$ cat config.mk
export PLATFORM = sky130hd
export DESIGN_NAME = ext_irq_ctrl
export DESIGN_NICKNAME = d
export VERILOG_FILES = /design/src/rtl/ext_irq_pkg.sv /design/src/rtl/irq_edge_det.sv /design/src/rtl/irq_flag.sv /design/src/rtl/irq_prio_enc.sv /design/src/rtl/ext_irq_ctrl.sv
export SDC_FILE = /design/constraint.sdc
export NUM_CORES = 1
export LEC_CHECK = 0
export BUFFER_PORTS_ARGS = -buffer_cell sky130_fd_sc_hd__clkbuf_2
export CAP_MARGIN = 40
export CORE_MARGIN = 3
export CORE_UTILIZATION = 50
export DETAILED_ROUTE_END_ITERATION = 8
export HOLD_SLACK_MARGIN = 0.05
export PLACE_DENSITY = 0.76
export SLEW_MARGIN = 30
export SYNTH_ARGS = -nofsm -noshare
export SYNTH_HDL_FRONTEND = slang
export SYNTH_SLANG_ARGS = --single-unit
$ cat constraint.sdc
create_clock -name clk_i -period 1.6 [get_ports clk_i]
set_clock_uncertainty 0.2 [all_clocks]
set_input_delay 0.08 -clock clk_i [delete_from_list [all_inputs] [get_ports clk_i]]
set_output_delay 0.08 -clock clk_i [all_outputs]
set_load 0.01 [all_outputs]
$ cat src/rtl/ext_irq_pkg.sv
package ext_irq_pkg;
  parameter int unsigned DATA_W   = 8;
  parameter int unsigned ADDR_W   = 2;
  parameter int unsigned NUM_GEN  = 2;
  parameter int unsigned NUM_MASK = NUM_GEN + 1;
  parameter int unsigned ID_W     = $clog2(NUM_MASK);
  parameter int unsigned SYNC_STG = 2;

  localparam logic [ADDR_W-1:0] ADDR_CFG = ADDR_W'(0);
  localparam logic [ADDR_W-1:0] ADDR_CTL = ADDR_W'(1);
  localparam logic [ADDR_W-1:0] ADDR_FLG = ADDR_W'(2);

  // config register layout
  localparam int unsigned CFG_NMI_BIT = 0;
  localparam int unsigned CFG_GEN_LSB = 1;
  localparam int unsigned CFG_EVT_LSB = CFG_GEN_LSB + NUM_GEN;
  localparam int unsigned CFG_SRC_BIT = CFG_EVT_LSB + 2;

  // control register layout
  localparam int unsigned CTL_EN_LSB  = 0;
  localparam int unsigned CTL_PFN_LSB = NUM_MASK;
  localparam int unsigned CTL_MSK_BIT = DATA_W - 1;

  localparam logic [DATA_W-1:0] CFG_WMASK = DATA_W'((1 << (CFG_SRC_BIT + 1)) - 1);
  localparam logic [DATA_W-1:0] CTL_WMASK =
    DATA_W'(((1 << (CTL_PFN_LSB + NUM_GEN)) - 1) | (1 << CTL_MSK_BIT));

  typedef enum logic [1:0] {
    EVT_FALL  = 2'b00,
    EVT_RISE  = 2'b01,
    EVT_BOTH  = 2'b10,
    EVT_BOTH2 = 2'b11
  } evt_edge_e;
endpackage

$ cat src/rtl/irq_edge_det.sv
module irq_edge_det #(
  parameter int unsigned STAGES = 2
) (
  input  logic clk_i,
  input  logic rst_ni,
  input  logic d_i,
  input  logic rise_en_i,
  input  logic fall_en_i,
  output logic edge_o
);
  logic [STAGES-1:0] sync_q;
  logic              prev_q;
  logic              cur;

  assign cur = sync_q[STAGES-1];

  always_ff @(posedge clk_i or negedge rst_ni) begin
    if (!rst_ni) begin
      sync_q <= '0;
      prev_q <= 1'b0;
    end else begin
      sync_q <= {sync_q[STAGES-2:0], d_i};
      prev_q <= cur;
    end
  end

  assign edge_o = (rise_en_i & cur & ~prev_q) | (fall_en_i & ~cur & prev_q);
endmodule

$ cat src/rtl/irq_flag.sv
module irq_flag (
  input  logic clk_i,
  input  logic rst_ni,
  input  logic set_i,
  input  logic clr_i,
  output logic q_o
);
  // set beats clear
  always_ff @(posedge clk_i or negedge rst_ni) begin
    if (!rst_ni)    q_o <= 1'b0;
    else if (set_i) q_o <= 1'b1;
    else if (clr_i) q_o <= 1'b0;
  end
endmodule

$ cat src/rtl/irq_prio_enc.sv
module irq_prio_enc #(
  parameter int unsigned N   = 3,
  parameter int unsigned IDW = $clog2(N)
) (
  input  logic [N-1:0]   req_i,
  output logic           valid_o,
  output logic [IDW-1:0] idx_o
);
  // lowest index wins
  always_comb begin
    valid_o = 1'b0;
    idx_o   = '0;
    for (int i = N - 1; i >= 0; i--) begin
      if (req_i[i]) begin
        valid_o = 1'b1;
        idx_o   = IDW'(i);
      end
    end
  end
endmodule

$ cat src/rtl/ext_irq_ctrl.sv
module ext_irq_ctrl
  import ext_irq_pkg::*;
(
  input  logic                clk_i,
  input  logic                rst_ni,
  input  logic                nmi_i,
  input  logic [NUM_GEN-1:0]  gen_irq_i,
  input  logic                evt_pin_i,
  input  logic                evt_pwm_i,
  input  logic                nmi_ack_i,
  input  logic                reg_we_i,
  input  logic [ADDR_W-1:0]   reg_addr_i,
  input  logic [DATA_W-1:0]   reg_wdata_i,
  output logic [DATA_W-1:0]   reg_rdata_o,
  output logic                nmi_req_o,
  output logic                irq_req_o,
  output logic [ID_W-1:0]     irq_id_o
);
  logic [DATA_W-1:0]   cfg_q, ctl_q;
  logic [NUM_MASK-1:0] flg_q, flg_set, flg_clr, pending;
  logic                gmask;
  logic                nmi_edge, nmi_q;
  logic                evt_raw, evt_edge;
  evt_edge_e           evt_code;

  // register port
  always_ff @(posedge clk_i or negedge rst_ni) begin
    if (!rst_ni) begin
      cfg_q <= '0;
      ctl_q <= '0;
    end else if (reg_we_i) begin
      if (reg_addr_i == ADDR_CFG) cfg_q <= reg_wdata_i & CFG_WMASK;
      if (reg_addr_i == ADDR_CTL) ctl_q <= reg_wdata_i & CTL_WMASK;
    end
  end

  always_comb begin
    case (reg_addr_i)
      ADDR_CFG: reg_rdata_o = cfg_q;
      ADDR_CTL: reg_rdata_o = ctl_q;
      ADDR_FLG: reg_rdata_o = {{(DATA_W-NUM_MASK){1'b0}}, flg_q};
      default:  reg_rdata_o = '0;
    endcase
  end

  assign gmask = ctl_q[CTL_MSK_BIT];

  // non-maskable path
  irq_edge_det #(.STAGES(SYNC_STG)) u_nmi_det (
    .clk_i     (clk_i),
    .rst_ni    (rst_ni),
    .d_i       (nmi_i),
    .rise_en_i (cfg_q[CFG_NMI_BIT]),
    .fall_en_i (~cfg_q[CFG_NMI_BIT]),
    .edge_o    (nmi_edge)
  );

  always_ff @(posedge clk_i or negedge rst_ni) begin
    if (!rst_ni)          nmi_q <= 1'b0;
    else if (nmi_edge)    nmi_q <= 1'b1;
    else if (nmi_ack_i)   nmi_q <= 1'b0;
  end
  assign nmi_req_o = nmi_q;

  // general request paths
  for (genvar g = 0; g < NUM_GEN; g++) begin : g_gen
    logic gen_edge;
    irq_edge_det #(.STAGES(SYNC_STG)) u_det (
      .clk_i     (clk_i),
      .rst_ni    (rst_ni),
      .d_i       (gen_irq_i[g]),
      .rise_en_i (cfg_q[CFG_GEN_LSB+g]),
      .fall_en_i (~cfg_q[CFG_GEN_LSB+g]),
      .edge_o    (gen_edge)
    );
    assign flg_set[g] = gen_edge & ctl_q[CTL_PFN_LSB+g];
  end

  // event-counter path
  assign evt_code = evt_edge_e'(cfg_q[CFG_EVT_LSB +: 2]);
  assign evt_raw  = cfg_q[CFG_SRC_BIT] ? evt_pwm_i : evt_pin_i;

  irq_edge_det #(.STAGES(SYNC_STG)) u_evt_det (
    .clk_i     (clk_i),
    .rst_ni    (rst_ni),
    .d_i       (evt_raw),
    .rise_en_i (evt_code != EVT_FALL),
    .fall_en_i (evt_code != EVT_RISE),
    .edge_o    (evt_edge)
  );
  assign flg_set[NUM_GEN] = evt_edge & ctl_q[CTL_EN_LSB+NUM_GEN];

  // flags
  for (genvar f = 0; f < NUM_MASK; f++) begin : g_flg
    assign flg_clr[f] = reg_we_i && (reg_addr_i == ADDR_FLG) && !reg_wdata_i[f];
    irq_flag u_flag (
      .clk_i  (clk_i),
      .rst_ni (rst_ni),
      .set_i  (flg_set[f]),
      .clr_i  (flg_clr[f]),
      .q_o    (flg_q[f])
    );
  end

  assign pending = flg_q & ctl_q[CTL_EN_LSB +: NUM_MASK];

  irq_prio_enc #(.N(NUM_MASK), .IDW(ID_W)) u_prio (
    .req_i   (pending & {NUM_MASK{~gmask}}),
    .valid_o (irq_req_o),
    .idx_o   (irq_id_o)
  );
endmodule

==> impl_metrics.toml <==
[route]
dr_total_vias = 855
wl_per_cell_um = 13.1
routed_via_density = 5.18
drtIter0Drc = 12
drtAntennaViolNets = 0
drcViolationCount = 0
first_pass_iters = 4
routed_wl_um = 2160

[global_routing]
grt_pass1_wl_um = 3530
grt_usage = 0.171
antenna_found_initial = 0
grt_pass1_vias = 787
overflow = 0
grt_max_degree = 29

[sta]
finalHoldViolCount = 0
maxSlewHeadroom = 0.554
final.min_clock_period_ps = 1530
max_freq_mhz = 655
worst_slew_pin_slew_ps = 669
layout_setup_ws_ps = 73.8
tns_ps = 0
setup_viol = 0
slew_violations = 0
timing.final.crit_share = 0.954
rsz0062_at_grt = "false"

[outcome]
status = "complete, no violations"

[layout]
fin_nets = 157
antenna-diode-count = 0
final_common_cell = "dfrtp_1"
fillerInstances = 170
drive_gt1_frac = 0.387
final_cell_mix = "dfrtp_1, clkbuf_2, dlygate4sd3_1"
fin_area_um2 = 1540
area_growth_pct = 29.4
fin_util = 0.688

[setup_path]
r2r_slack_ps = 420
worst_path_largest_cell_delay_ps = 430
worstSetupStartpointType = "register"
cp_data_required_time_ps = 1320
worst_r2r_path_depth = 3
slowest_stage = "dfrtp_1"
r2r-end = "g_flg[2].u_flag.q_o$_DFFE_PN0P_"
critical_path_class = "reg2out"
crit_family = "flip-flops"
timing.critical_path.cells = "nand2_2, nand3_1, a211oi_1, buf_2"
timing.rr.start = "cfg_q[4]$_DFFE_PN0P_"
crit_fanout = 3
cp_num_buf_inv = 1
cp-end-kind = "output pin"
cp.arrival_ps = 1250

[placement]
post-place-ws_ps = 178
dpl.hpwl_um = 1560
portBuffers = 28
dpl-instance-area_um2 = 1340
gp_congestion = 0.807

[floorplanning]
start_util = 0.532
core-area_um2 = 2230
fp-row-count = 17
dieWidth_um = 54.7
die_y_um = 54.7
io_pins = 31
die_area_um2 = 3000

[synth]
yosysTopAreaCellShare = 0.590
syn-cell-area_um2 = 1190
yosysUniqueCellTypes = 26
synth.area.top_cells = "dfrtp_1, mux2_2, mux2i_1, o21ai_0, nand2_1"
yosysWarningCount = 0
ys_ff_latch = 28
syn_nets = 110
synth_top_area_cell = "dfrtp_1"
avgSynthCellArea_um2 = 13.0
synth_cells = 91
yosysSeqAreaShare = 0.590

[power_and_ir_drop]
leakagePower_nw = 0.725
power_density_nw_per_um2 = 1040
p_total_mw = 1.60
vdd_ir_drop_max_mv = 0.654

[cts]
htreeDepth = 1
cts_buffer_depth = 2
cts.clk_slew.worst_paths_ps = 140
root_buffer = "clkbuf_4"
cts_buffers = 3
cts_tree = "done"
clkLatencyLatePin_ps = 310
cts.sinks = 28

[job]
maxCapViolCount = 0

[min_path]
min_path_type = "in2async"
==> worst reg2reg max path, stage by stage (launching register included) <==
cell and delay, ps:
dfrtp_1 440, o21ai_0 150, o22ai_1 100, a21bo_2 210
==> where the power goes <==
group | leakage (nW) | switching [mW] | internal [mW] | total (mW)
clock | 0.0210 | 0.189 | 0.139 | 0.328
combinational | 0.378 | 0.155 | 0.205 | 0.360
sequential | 0.326 | 0.0970 | 0.816 | 0.913
total | 0.725 | 0.441 | 1.16 | 1.60
==> cell families (layout without fill, tap and decap cells) <==
logic type | after synthesis | after routing | share of synthesized area
AND/OR/NAND/NOR | 24 | 24 | 0.131
buffers and inverters | 4 | 50 | 0.0284
multiplexers | 18 | 18 | 0.165
flip-flops | 28 | 28 | 0.590
AO/OA/AOI/OAI | 16 | 16 | 0.0822
other | 1 | 1 | 0.00316
==> Yosys cell counts <==
library cell / number
a211oi_1: 2
a21bo_2: 1
a21oi_1: 1
a22oi_1: 1
and2b_2: 1
and3b_1: 2
and3b_2: 1
buf_4: 1
buf_6: 2
conb_1: 1
dfrtp_1: 28
inv_1: 1
mux2_2: 13
mux2i_1: 5
nand2_1: 8
nand2b_1: 1
nand3_1: 1
nand3b_1: 1
nand3b_2: 1
nor2_1: 3
nor2b_1: 1
nor3b_1: 3
nor3b_4: 1
o21ai_0: 9
o221ai_1: 1
o22ai_1: 1
==> state kept, by name, summed over array words and instances (netlist names) <==
register / count
cfg_q: 6
ctl_q: 6
g_gen.u_det.sync_q: 4
g_flg.u_flag.q_o: 3
g_gen.u_det.prev_q: 2
u_evt_det.sync_q: 2
u_nmi_det.sync_q: 2
nmi_req_o: 1
u_evt_det.prev_q: 1
u_nmi_det.prev_q: 1
==> worst max-delay path by stage <==
stage / cells past startpoint / start / to / slack, ps
global route: 4 / g_flg[1].u_flag.q_o$_DFFE_PN0P_ / irq_id_o[1] / 4
global placement: 3 / reg_addr_i[1] / cfg_q[0]$_DFFE_PN0P_ / 240
finish: 4 / g_flg[1].u_flag.q_o$_DFFE_PN0P_ / irq_id_o[1] / 70
floorplan: 3 / reg_addr_i[1] / cfg_q[0]$_DFFE_PN0P_ / 430
CTS: 4 / ctl_q[1]$_DFFE_PN0P_ / irq_id_o[1] / 10
detailed placement: 3 / reg_addr_i[1] / cfg_q[3]$_DFFE_PN0P_ / 180
==> what timing repair did <==
action,4_1_cts,5_1_grt
hold buffers,15,1
endpoints found under the setup margin,1,2
buffers inserted,0,1
endpoints found under the hold margin,48,1
resized for setup,1,1
pin swaps,0,2
==> routing by layer <==
| layer | up-vias | global-route usage | share of wire |
|---|---|---|---|
| met5 | - | 0 | 0 |
| met2 | 24 | 0.260 | 0.48 |
| met3 | 5 | 0.0354 | 0.057 |
| met4 | 0 | 0.0747 | 0.019 |
| li1 | 414 | - | - |
| met1 | 412 | 0.235 | 0.45 |
==> layout make-up <==
class | instances | area, um2 | area share
flip-flops and latches | 28 | 701 | 0.456
inverters | 1 | 3.75 | 0.00244
clock buffers | 4 | 36.3 | 0.0236
repair buffers | 45 | 305 | 0.199
multi-input cells | 59 | 455 | 0.296
well taps | 28 | 35.0 | 0.0228
==> metrics by stage <==
stage | hold WS [ps] | std cells
global placement | -60.9 | 145
floorplan | -416 | 91
detailed placement | -55.3 | 145
finish | 112 | 165
global route | 119 | 165
CTS | 99.8 | 164
(Power assumes the default switching activity.)
